**config.mk**
```make
export PLATFORM = sky130hd
export DESIGN_NAME = qcc_channel
export DESIGN_NICKNAME = d
export VERILOG_FILES = /design/src/rtl/qcc_pkg.sv /design/src/rtl/qcc_sampler.sv /design/src/rtl/qcc_decoder.sv /design/src/rtl/qcc_channel.sv
export SDC_FILE = /design/constraint.sdc
export NUM_CORES = 1
export LEC_CHECK = 0
export ABC_AREA = 1
export CORE_ASPECT_RATIO = 0.8
export CORE_MARGIN = 2
export CORE_UTILIZATION = 23
export DETAILED_ROUTE_END_ITERATION = 8
export SLEW_MARGIN = 0
export SYNTH_ARGS = -nofsm -noshare
export SYNTH_HDL_FRONTEND = slang
export SYNTH_SLANG_ARGS = --single-unit
export TNS_END_PERCENT = 5
```
**constraint.sdc**
```tcl
create_clock -name clk -period 3.2 [get_ports clk]
set_input_delay 0.32 -clock clk [delete_from_list [all_inputs] [get_ports clk]]
set_output_delay 0.32 -clock clk [all_outputs]
set_load 0.03 [all_outputs]
```
**src/rtl/qcc_pkg.sv**
```systemverilog
package qcc_pkg;

    typedef enum logic [1:0] {
        SEL_LOAD  = 2'b00,
        SEL_MODE  = 2'b01,
        SEL_IO    = 2'b10,
        SEL_INDEX = 2'b11
    } reg_sel_e;

    typedef enum logic [1:0] {
        SC_PULSE = 2'd0,
        SC_X1    = 2'd1,
        SC_X2    = 2'd2,
        SC_X4    = 2'd3
    } scale_e;

    typedef enum logic [1:0] {
        FO_CARRY  = 2'd0,
        FO_BORROW = 2'd1,
        FO_MATCH  = 2'd2,
        FO_SIGN   = 2'd3
    } flg_sel_e;

    typedef struct packed {
        logic idx;
        logic b;
        logic a;
    } pins_t;

    typedef struct packed {
        logic ud;
        logic e;
        logic sgn;
        logic cmp;
        logic ct;
        logic bt;
    } flags_t;

    typedef struct packed {
        logic step;
        logic up;
        logic illegal;
        logic idx_hit;
    } evt_t;

    // Load/reset command bit positions
    localparam int LD_RST_PTR   = 0;
    localparam int LD_XFER      = 1;
    localparam int LD_CLR_FLAGS = 2;
    localparam int LD_CLR_ERR   = 3;
    localparam int LD_LATCH     = 4;
    localparam int LD_PSC       = 5;

    function automatic logic [7:0] flag_byte(input flags_t f);
        return {2'b00, f};
    endfunction

endpackage

```
**src/rtl/qcc_sampler.sv**
```systemverilog
module qcc_sampler
    import qcc_pkg::*;
#(
    parameter int PSC_W = 8
) (
    input  logic             clk,
    input  logic             rst,
    input  pins_t            pins_i,
    input  logic [PSC_W-1:0] psc_i,
    output pins_t            cur_o,
    output pins_t            prev_o,
    output logic             fresh_o
);

    pins_t            sync1_q, sync2_q;
    logic [PSC_W-1:0] div_q;

    always_ff @(posedge clk) begin
        if (rst) begin
            sync1_q <= '0;
            sync2_q <= '0;
            div_q   <= '0;
            cur_o   <= '0;
            prev_o  <= '0;
            fresh_o <= 1'b0;
        end else begin
            sync1_q <= pins_i;
            sync2_q <= sync1_q;
            if (div_q >= psc_i) begin
                div_q   <= '0;
                prev_o  <= cur_o;
                cur_o   <= sync2_q;
                fresh_o <= 1'b1;
            end else begin
                div_q   <= div_q + 1'b1;
                fresh_o <= 1'b0;
            end
        end
    end

endmodule

```
**src/rtl/qcc_decoder.sv**
```systemverilog
module qcc_decoder
    import qcc_pkg::*;
(
    input  pins_t  cur_i,
    input  pins_t  prev_i,
    input  logic   fresh_i,
    input  scale_e scale_i,
    input  logic   ab_en_i,
    input  logic   idx_en_i,
    input  logic   idx_pol_i,
    output evt_t   evt_o
);

    logic da, db;

    always_comb begin
        da    = cur_i.a ^ prev_i.a;
        db    = cur_i.b ^ prev_i.b;
        evt_o = '0;
        if (fresh_i && ab_en_i) begin
            unique case (scale_i)
                SC_PULSE: begin
                    evt_o.step = cur_i.a & ~prev_i.a;
                    evt_o.up   = cur_i.b;
                end
                SC_X1: begin
                    evt_o.step = da & ~db & cur_i.a;
                    evt_o.up   = cur_i.a ^ prev_i.b;
                end
                SC_X2: begin
                    evt_o.step = da & ~db;
                    evt_o.up   = cur_i.a ^ prev_i.b;
                end
                default: begin
                    evt_o.step = da ^ db;
                    evt_o.up   = cur_i.a ^ prev_i.b;
                end
            endcase
            if (scale_i != SC_PULSE) begin
                evt_o.illegal = da & db;
            end
        end
        if (fresh_i && idx_en_i) begin
            evt_o.idx_hit = (cur_i.idx == idx_pol_i) && (prev_i.idx != idx_pol_i);
        end
    end

endmodule

```
**src/rtl/qcc_channel.sv**
```systemverilog
module qcc_channel
    import qcc_pkg::*;
#(
    parameter int CNT_W = 24,
    parameter int PSC_W = 8
) (
    input  logic       clk,
    input  logic       rst,
    input  logic       data_wr,
    input  logic       data_rd,
    input  logic       ctrl_wr,
    input  logic [7:0] wdata,
    output logic [7:0] rdata,
    output logic [7:0] flags_o,
    input  logic       enc_a,
    input  logic       enc_b,
    input  logic       enc_idx,
    output logic       flg_o
);

    localparam int NB    = CNT_W / 8;
    localparam int PTR_W = (NB > 1) ? $clog2(NB) : 1;
    localparam int NSLOT = 2 ** PTR_W;
    localparam logic [PTR_W-1:0] PTR_LAST = PTR_W'(NB - 1);
    localparam logic [CNT_W-1:0] CNT_MAX  = '1;

    reg_sel_e sel;
    logic     ld_cmd, mode_cmd, io_cmd, idx_cmd;

    assign sel      = reg_sel_e'(wdata[7:6]);
    assign ld_cmd   = ctrl_wr && (sel == SEL_LOAD);
    assign mode_cmd = ctrl_wr && (sel == SEL_MODE);
    assign io_cmd   = ctrl_wr && (sel == SEL_IO);
    assign idx_cmd  = ctrl_wr && (sel == SEL_INDEX);

    logic [PTR_W-1:0] ptr_q;
    logic [7:0]       preset_b [NB];
    logic [CNT_W-1:0] preset_w;
    logic [CNT_W-1:0] cnt_q, latch_q, cnt_step;
    logic [PSC_W-1:0] psc_q;
    scale_e           scale_q;
    flg_sel_e         fsel_q;
    logic             ab_en_q, idx_zero_q, idx_en_q, idx_pol_q;
    flags_t           flags_q;
    logic [7:0]       slot [NSLOT];

    pins_t pins, cur, prev;
    logic  fresh;
    evt_t  evt;

    assign pins = {enc_idx, enc_b, enc_a};

    qcc_sampler #(.PSC_W(PSC_W)) u_sampler (
        .clk     (clk),
        .rst     (rst),
        .pins_i  (pins),
        .psc_i   (psc_q),
        .cur_o   (cur),
        .prev_o  (prev),
        .fresh_o (fresh)
    );

    qcc_decoder u_decoder (
        .cur_i     (cur),
        .prev_i    (prev),
        .fresh_i   (fresh),
        .scale_i   (scale_q),
        .ab_en_i   (ab_en_q),
        .idx_en_i  (idx_en_q),
        .idx_pol_i (idx_pol_q),
        .evt_o     (evt)
    );

    // Byte pointer
    always_ff @(posedge clk) begin
        if (rst) begin
            ptr_q <= '0;
        end else if (ld_cmd && wdata[LD_RST_PTR]) begin
            ptr_q <= '0;
        end else if (data_wr || data_rd) begin
            ptr_q <= (ptr_q == PTR_LAST) ? '0 : ptr_q + 1'b1;
        end
    end

    // Staging register, written a byte at a time
    always_ff @(posedge clk) begin
        if (rst) begin
            for (int i = 0; i < NB; i++) preset_b[i] <= '0;
        end else if (data_wr) begin
            for (int i = 0; i < NB; i++) begin
                if (ptr_q == PTR_W'(i)) preset_b[i] <= wdata;
            end
        end
    end

    generate
        for (genvar g = 0; g < NB; g++) begin : g_pw
            assign preset_w[8*g +: 8] = preset_b[g];
        end
        for (genvar g = 0; g < NSLOT; g++) begin : g_slot
            if (g < NB) begin : g_live
                assign slot[g] = latch_q[8*g +: 8];
            end else begin : g_pad
                assign slot[g] = 8'h00;
            end
        end
    endgenerate

    // Mode registers
    always_ff @(posedge clk) begin
        if (rst) begin
            scale_q    <= SC_PULSE;
            ab_en_q    <= 1'b0;
            idx_zero_q <= 1'b0;
            fsel_q     <= FO_CARRY;
            idx_en_q   <= 1'b0;
            idx_pol_q  <= 1'b0;
        end else begin
            if (mode_cmd) scale_q <= scale_e'(wdata[4:3]);
            if (io_cmd) begin
                ab_en_q    <= wdata[0];
                idx_zero_q <= wdata[1];
                fsel_q     <= flg_sel_e'(wdata[4:3]);
            end
            if (idx_cmd) begin
                idx_en_q  <= wdata[0];
                idx_pol_q <= wdata[1];
            end
        end
    end

    assign cnt_step = evt.up ? cnt_q + 1'b1 : cnt_q - 1'b1;

    // Count, latch, prescaler, status
    always_ff @(posedge clk) begin
        if (rst) begin
            cnt_q   <= '0;
            latch_q <= '0;
            psc_q   <= '0;
            flags_q <= '0;
        end else begin
            if (ld_cmd && wdata[LD_LATCH]) latch_q <= cnt_q;
            if (ld_cmd && wdata[LD_PSC])   psc_q   <= PSC_W'(preset_b[0]);

            if (ld_cmd && wdata[LD_XFER]) begin
                cnt_q <= preset_w;
            end else if (evt.idx_hit) begin
                cnt_q <= idx_zero_q ? '0 : preset_w;
            end else if (evt.step) begin
                cnt_q      <= cnt_step;
                flags_q.ud <= evt.up;
                if (evt.up && cnt_q == CNT_MAX) begin
                    flags_q.ct  <= ~flags_q.ct;
                    flags_q.sgn <= 1'b0;
                end
                if (!evt.up && cnt_q == '0) begin
                    flags_q.bt  <= ~flags_q.bt;
                    flags_q.sgn <= 1'b1;
                end
                if (cnt_step == preset_w) flags_q.cmp <= 1'b1;
            end

            if (evt.illegal) flags_q.e <= 1'b1;

            if (ld_cmd && wdata[LD_CLR_FLAGS]) begin
                flags_q.bt  <= 1'b0;
                flags_q.ct  <= 1'b0;
                flags_q.cmp <= 1'b0;
                flags_q.sgn <= 1'b0;
            end
            if (ld_cmd && wdata[LD_CLR_ERR]) flags_q.e <= 1'b0;
        end
    end

    assign rdata   = slot[ptr_q];
    assign flags_o = flag_byte(flags_q);

    always_comb begin
        unique case (fsel_q)
            FO_CARRY:  flg_o = flags_q.ct;
            FO_BORROW: flg_o = flags_q.bt;
            FO_MATCH:  flg_o = flags_q.cmp;
            default:   flg_o = flags_q.sgn;
        endcase
    end

endmodule

```
==> results.md <==
* Upper clock frequency limit at 332.2 MHz
* Clock-pin slew reported for the worst setup and hold paths after clock tree synthesis at 0.06 ns
* Arr. time, crit path at 3.36 ns
* Hpwl dp at 16820 um
* Synthesis Warnings at 0
* Area of the core region at 30450 sq um
* Worst-case vdd ir drop at 0.4066 mV
* Leakage at 3.929 nW
* Worst EP required at 3.55 ns
* Clock share of power at 0.387
* Wire length on met1 at 11110 um
* Final non-filler cell area at 9017 sq um
* Port Buf Inserts at 30
* Post-synthesis to final-layout area growth at 26.57%
* Diode insertion count for antenna repair at 0
* Cell breakdown of the critical path: inv_1, nand2_2, nor2_2, nor2_2, nand2_4, clkbuf_16, ha_4, nand2_2, nor2_2, nand3_2, nand2_4, nand2_2, nand2_1, nand2_1, nand2_1, nand2_1, nor2_2, nand2_1, nor2_1, nand2_1, nor2_1, nand2_1, a21oi_2
* Post-synth ARST share at 0
* Post-layout instance count excluding filler cells at 1512
* Worst-path maximum fanout at 6
* Share of the yosys chip area belonging to registers at 0.3625
* Tightest Pin Transition at 1.176 ns
* Final Hold Viols at 0
* X dimension of the die at 200.8 um
* DR WL met3 at 2020 um
* Number of distinct library cells after synthesis at 44
* Post-synthesis instance area at 7124 sq um
* Count of standard-cell rows at 57
* Power spent charging and discharging nets at 1.591 mW
* Ports placed on the boundary at 33
* Wire length of the first global-routing pass at 34420 um
* Uppermost metal layer occupied by signal nets: met4
* Reg power frac at 0.357
* Final total negative setup slack at 0 ns
* # hold bufs at CTS at 0
* Final setup violation count at 0
* Pin count of the biggest net entering global routing at 38
* Global placer's final weighted congestion at 0.9412
* Detailed-route wire length per cell at 14.94 um
* Crit path time final at 3.010 ns
* Number of enable-type register cells in the synthesized netlist at 24
* Initial antenna violation count at 0
* Comb power frac at 0.256
* Routed WL at 22590 um
* Final worst slack at 0.1895 ns
* Vias in the first global route at 6365
* Worst clock skew at 0.01225 ns
* Number of max-slew violations in the final report at 0
* Clock buffer depth at 2
* Core utilization of the finished layout at 0.2961
* Drt drc at 0
* Worst-case reg-to-reg path depth at 23
* CP Launch Type: flop
* Power density over the cells at 513.1 nW/um^2
* Cell repeated most along the worst path: sky130_fd_sc_hd__nand2_1
* Number of routed nets with antenna violations at 0
* Avg Inst Size Synth at 6.837 sq um
* Primary FF master, synth: sky130_fd_sc_hd__dfxtp_1
* Skew-Pair Late Insertion Delay at 0.41 ns
* Smallest hold slack at 0.3996 ns
* Fill cell instance count of the final layout at 3240
* Met2 wire length at 9187 um
* #FFs+latches synth at 117
* Worst Hold Path Cells at 2
* Instance count after placement with tap cells included at 1474
* Slew Limit Headroom at 0.2075
* Setup slack at placement at 0.1419 ns
* Die Span Y at 161.4 um
* Initial Util at 0.2339
* Net Sw Frac at 0.3438
* CTS Buf Count at 17
* Classification of the worst setup path: flop to flop
* Total GRT Usage at 0.1342
* Max-capacitance violation count at 0
* Total overflow reported by the global router at 0
* Clock sinks at 117
* Router iterations before antenna repair at 5
* Number of H-tree levels at 4
* Post-route fraction of the period consumed by the critical path at 0.9408
* Total power at 4.627 mW
* Most frequent cells in the layout: sky130_fd_sc_hd__nand2_1 (252), sky130_fd_sc_hd__inv_1 (161), sky130_fd_sc_hd__dfxtp_1 (91)
* # nets final at 1138
* Clock root buffer: sky130_fd_sc_hd__clkbuf_16
* Placement Cell Area at 7960 sq um
* Drt initial violations at 797
* Vias at 7206
* Type of destination of the critical path: flop
* Leading cell type in the layout, fill and taps excluded: sky130_fd_sc_hd__nand2_1
* Avg Vias per Cell at 4.766
* Ratio of cells with drive above 1 in the final layout at 0.1301
* Clock tree from TritonCTS: built
* Int Pwr at 3.036 mW
* Crit path max-delay cell type: sky130_fd_sc_hd__dfxtp_1
* Result of the run: finished, final reports clean
* Overall die area at 32410 sq um
* Largest stage delay on the critical path at 0.34 ns
* Cell type with the highest aggregate area in the netlist: sky130_fd_sc_hd__dfxtp_1
* Hold Path Class: flop to flop
* Area contributors post-synth: sky130_fd_sc_hd__dfxtp_1 (26%), sky130_fd_sc_hd__nand2_1 (14%), sky130_fd_sc_hd__edfxtp_1 (10%)
* Top cell type's share of synthesized area at 0.2613
* Number of instances in the synthesized netlist at 1042
==> Yosys cell counts (all sizes together), types with 2 or more instances <==
| library cell | count |
|---|---|
| clkinv | 2 |
| nor4 | 9 |
| a211oi | 3 |
| nor2 | 80 |
| nand3b | 14 |
| xnor2 | 3 |
| o22ai | 3 |
| a31oi | 15 |
| a221oi | 5 |
| inv | 163 |
| nand2 | 283 |
| a21oi | 82 |
| o221ai | 8 |
| nand3 | 79 |
| o21ai | 67 |
| clkbuf | 21 |
| nand4 | 19 |
| ha | 35 |
| edfxtp | 24 |
| nor3 | 5 |
| buf | 8 |
| dfxtp | 93 |
| xor2 | 10 |
==> worst max-delay path, delay by kind of cell, from the launching register on <==
kind	cells	cell delay [ns]
simple gates	19	1.89
compound gates	1	0.12
buf+inv	2	0.26
fa+ha+maj	1	0.32
flops	1	0.34
==> kinds of logic (layout without fill, tap and decap cells) <==
kind of cell | after synthesis | count (layout) | share of synthesized area
compound gates | 186 | 186 | 0.1433
xor+xnor | 15 | 15 | 0.02248
fa+ha+maj | 36 | 36 | 0.06428
buf+inv | 194 | 250 | 0.1045
flops | 117 | 117 | 0.3625
other cells | 1 | 2 | 0.0005264
simple gates | 493 | 493 | 0.3024
==> layer usage <==
layer  vias to the layer above  GRT usage
li1                       3521          -
met1                      3351     0.2038
met2                       299     0.1919
met3                        35    0.02583
met4                         0    0.03266
met5                         -          0
==> flip-flops by register name (all words and copies together) (netlist names), 2 cells and up <==
| signal | cells |
|---|---|
| cnt_q | 24 |
| flags_o | 6 |
| fsel_q | 2 |
| latch_q | 24 |
| preset_b | 24 |
| psc_q | 8 |
| ptr_q | 2 |
| scale_q | 2 |
| u_sampler.cur_o | 3 |
| u_sampler.div_q | 8 |
| u_sampler.prev_o | 3 |
| u_sampler.sync1_q | 3 |
| u_sampler.sync2_q | 3 |
==> timing repair <==
| item | in CTS | in global routing |
|---|---|---|
| setup buffers | 0 | 3 |
| endpoints found under the setup margin | 0 | 1 |
| hold endpoints to repair | 0 | 0 |
| resized for setup | 0 | 89 |
==> cell type report <==
| cell class | instances | area, sq um | area share |
|---|---|---|---|
| clock inverter | 13 | 95.09 | 0.01055 |
| clock buffer | 19 | 454.2 | 0.05037 |
| timing repair buffer | 53 | 524.3 | 0.05814 |
| tap | 413 | 516.7 | 0.05731 |
| sequential | 117 | 2585 | 0.2867 |
| inverter | 165 | 619.3 | 0.06868 |
| multi-input combinational | 732 | 4223 | 0.4683 |
==> path summary, 6_finish.rpt <==
path | startpoint | to | slack (ns)
setup / recovery | scale_q[1]$_SDFFE_PP0P_ | flags_o[2]$_SDFFE_PP0P_ | 0.19
hold / removal | u_sampler.sync1_q[1]$_SDFF_PP0_ | u_sampler.sync2_q[1]$_SDFF_PP0_ | 0.40
setup reg to reg | scale_q[1]$_SDFFE_PP0P_ | flags_o[2]$_SDFFE_PP0P_ | 0.19
hold reg to reg | u_sampler.sync1_q[1]$_SDFF_PP0_ | u_sampler.sync2_q[1]$_SDFF_PP0_ | 0.40
==> power by group through the flow <==
stage | clock network, mW | logic (mW) | registers [mW]
2_1_floorplan | 0 | 0.778 | 1.64
3_3_place_gp | 0 | 1.05 | 1.67
3_5_place_dp | 0 | 1.06 | 1.67
4_1_cts | 1.81 | 1.06 | 1.64
5_1_grt | 1.88 | 1.32 | 1.66
6_report | 1.79 | 1.19 | 1.65
No activity file was read; power rests on OpenSTA's default activity.
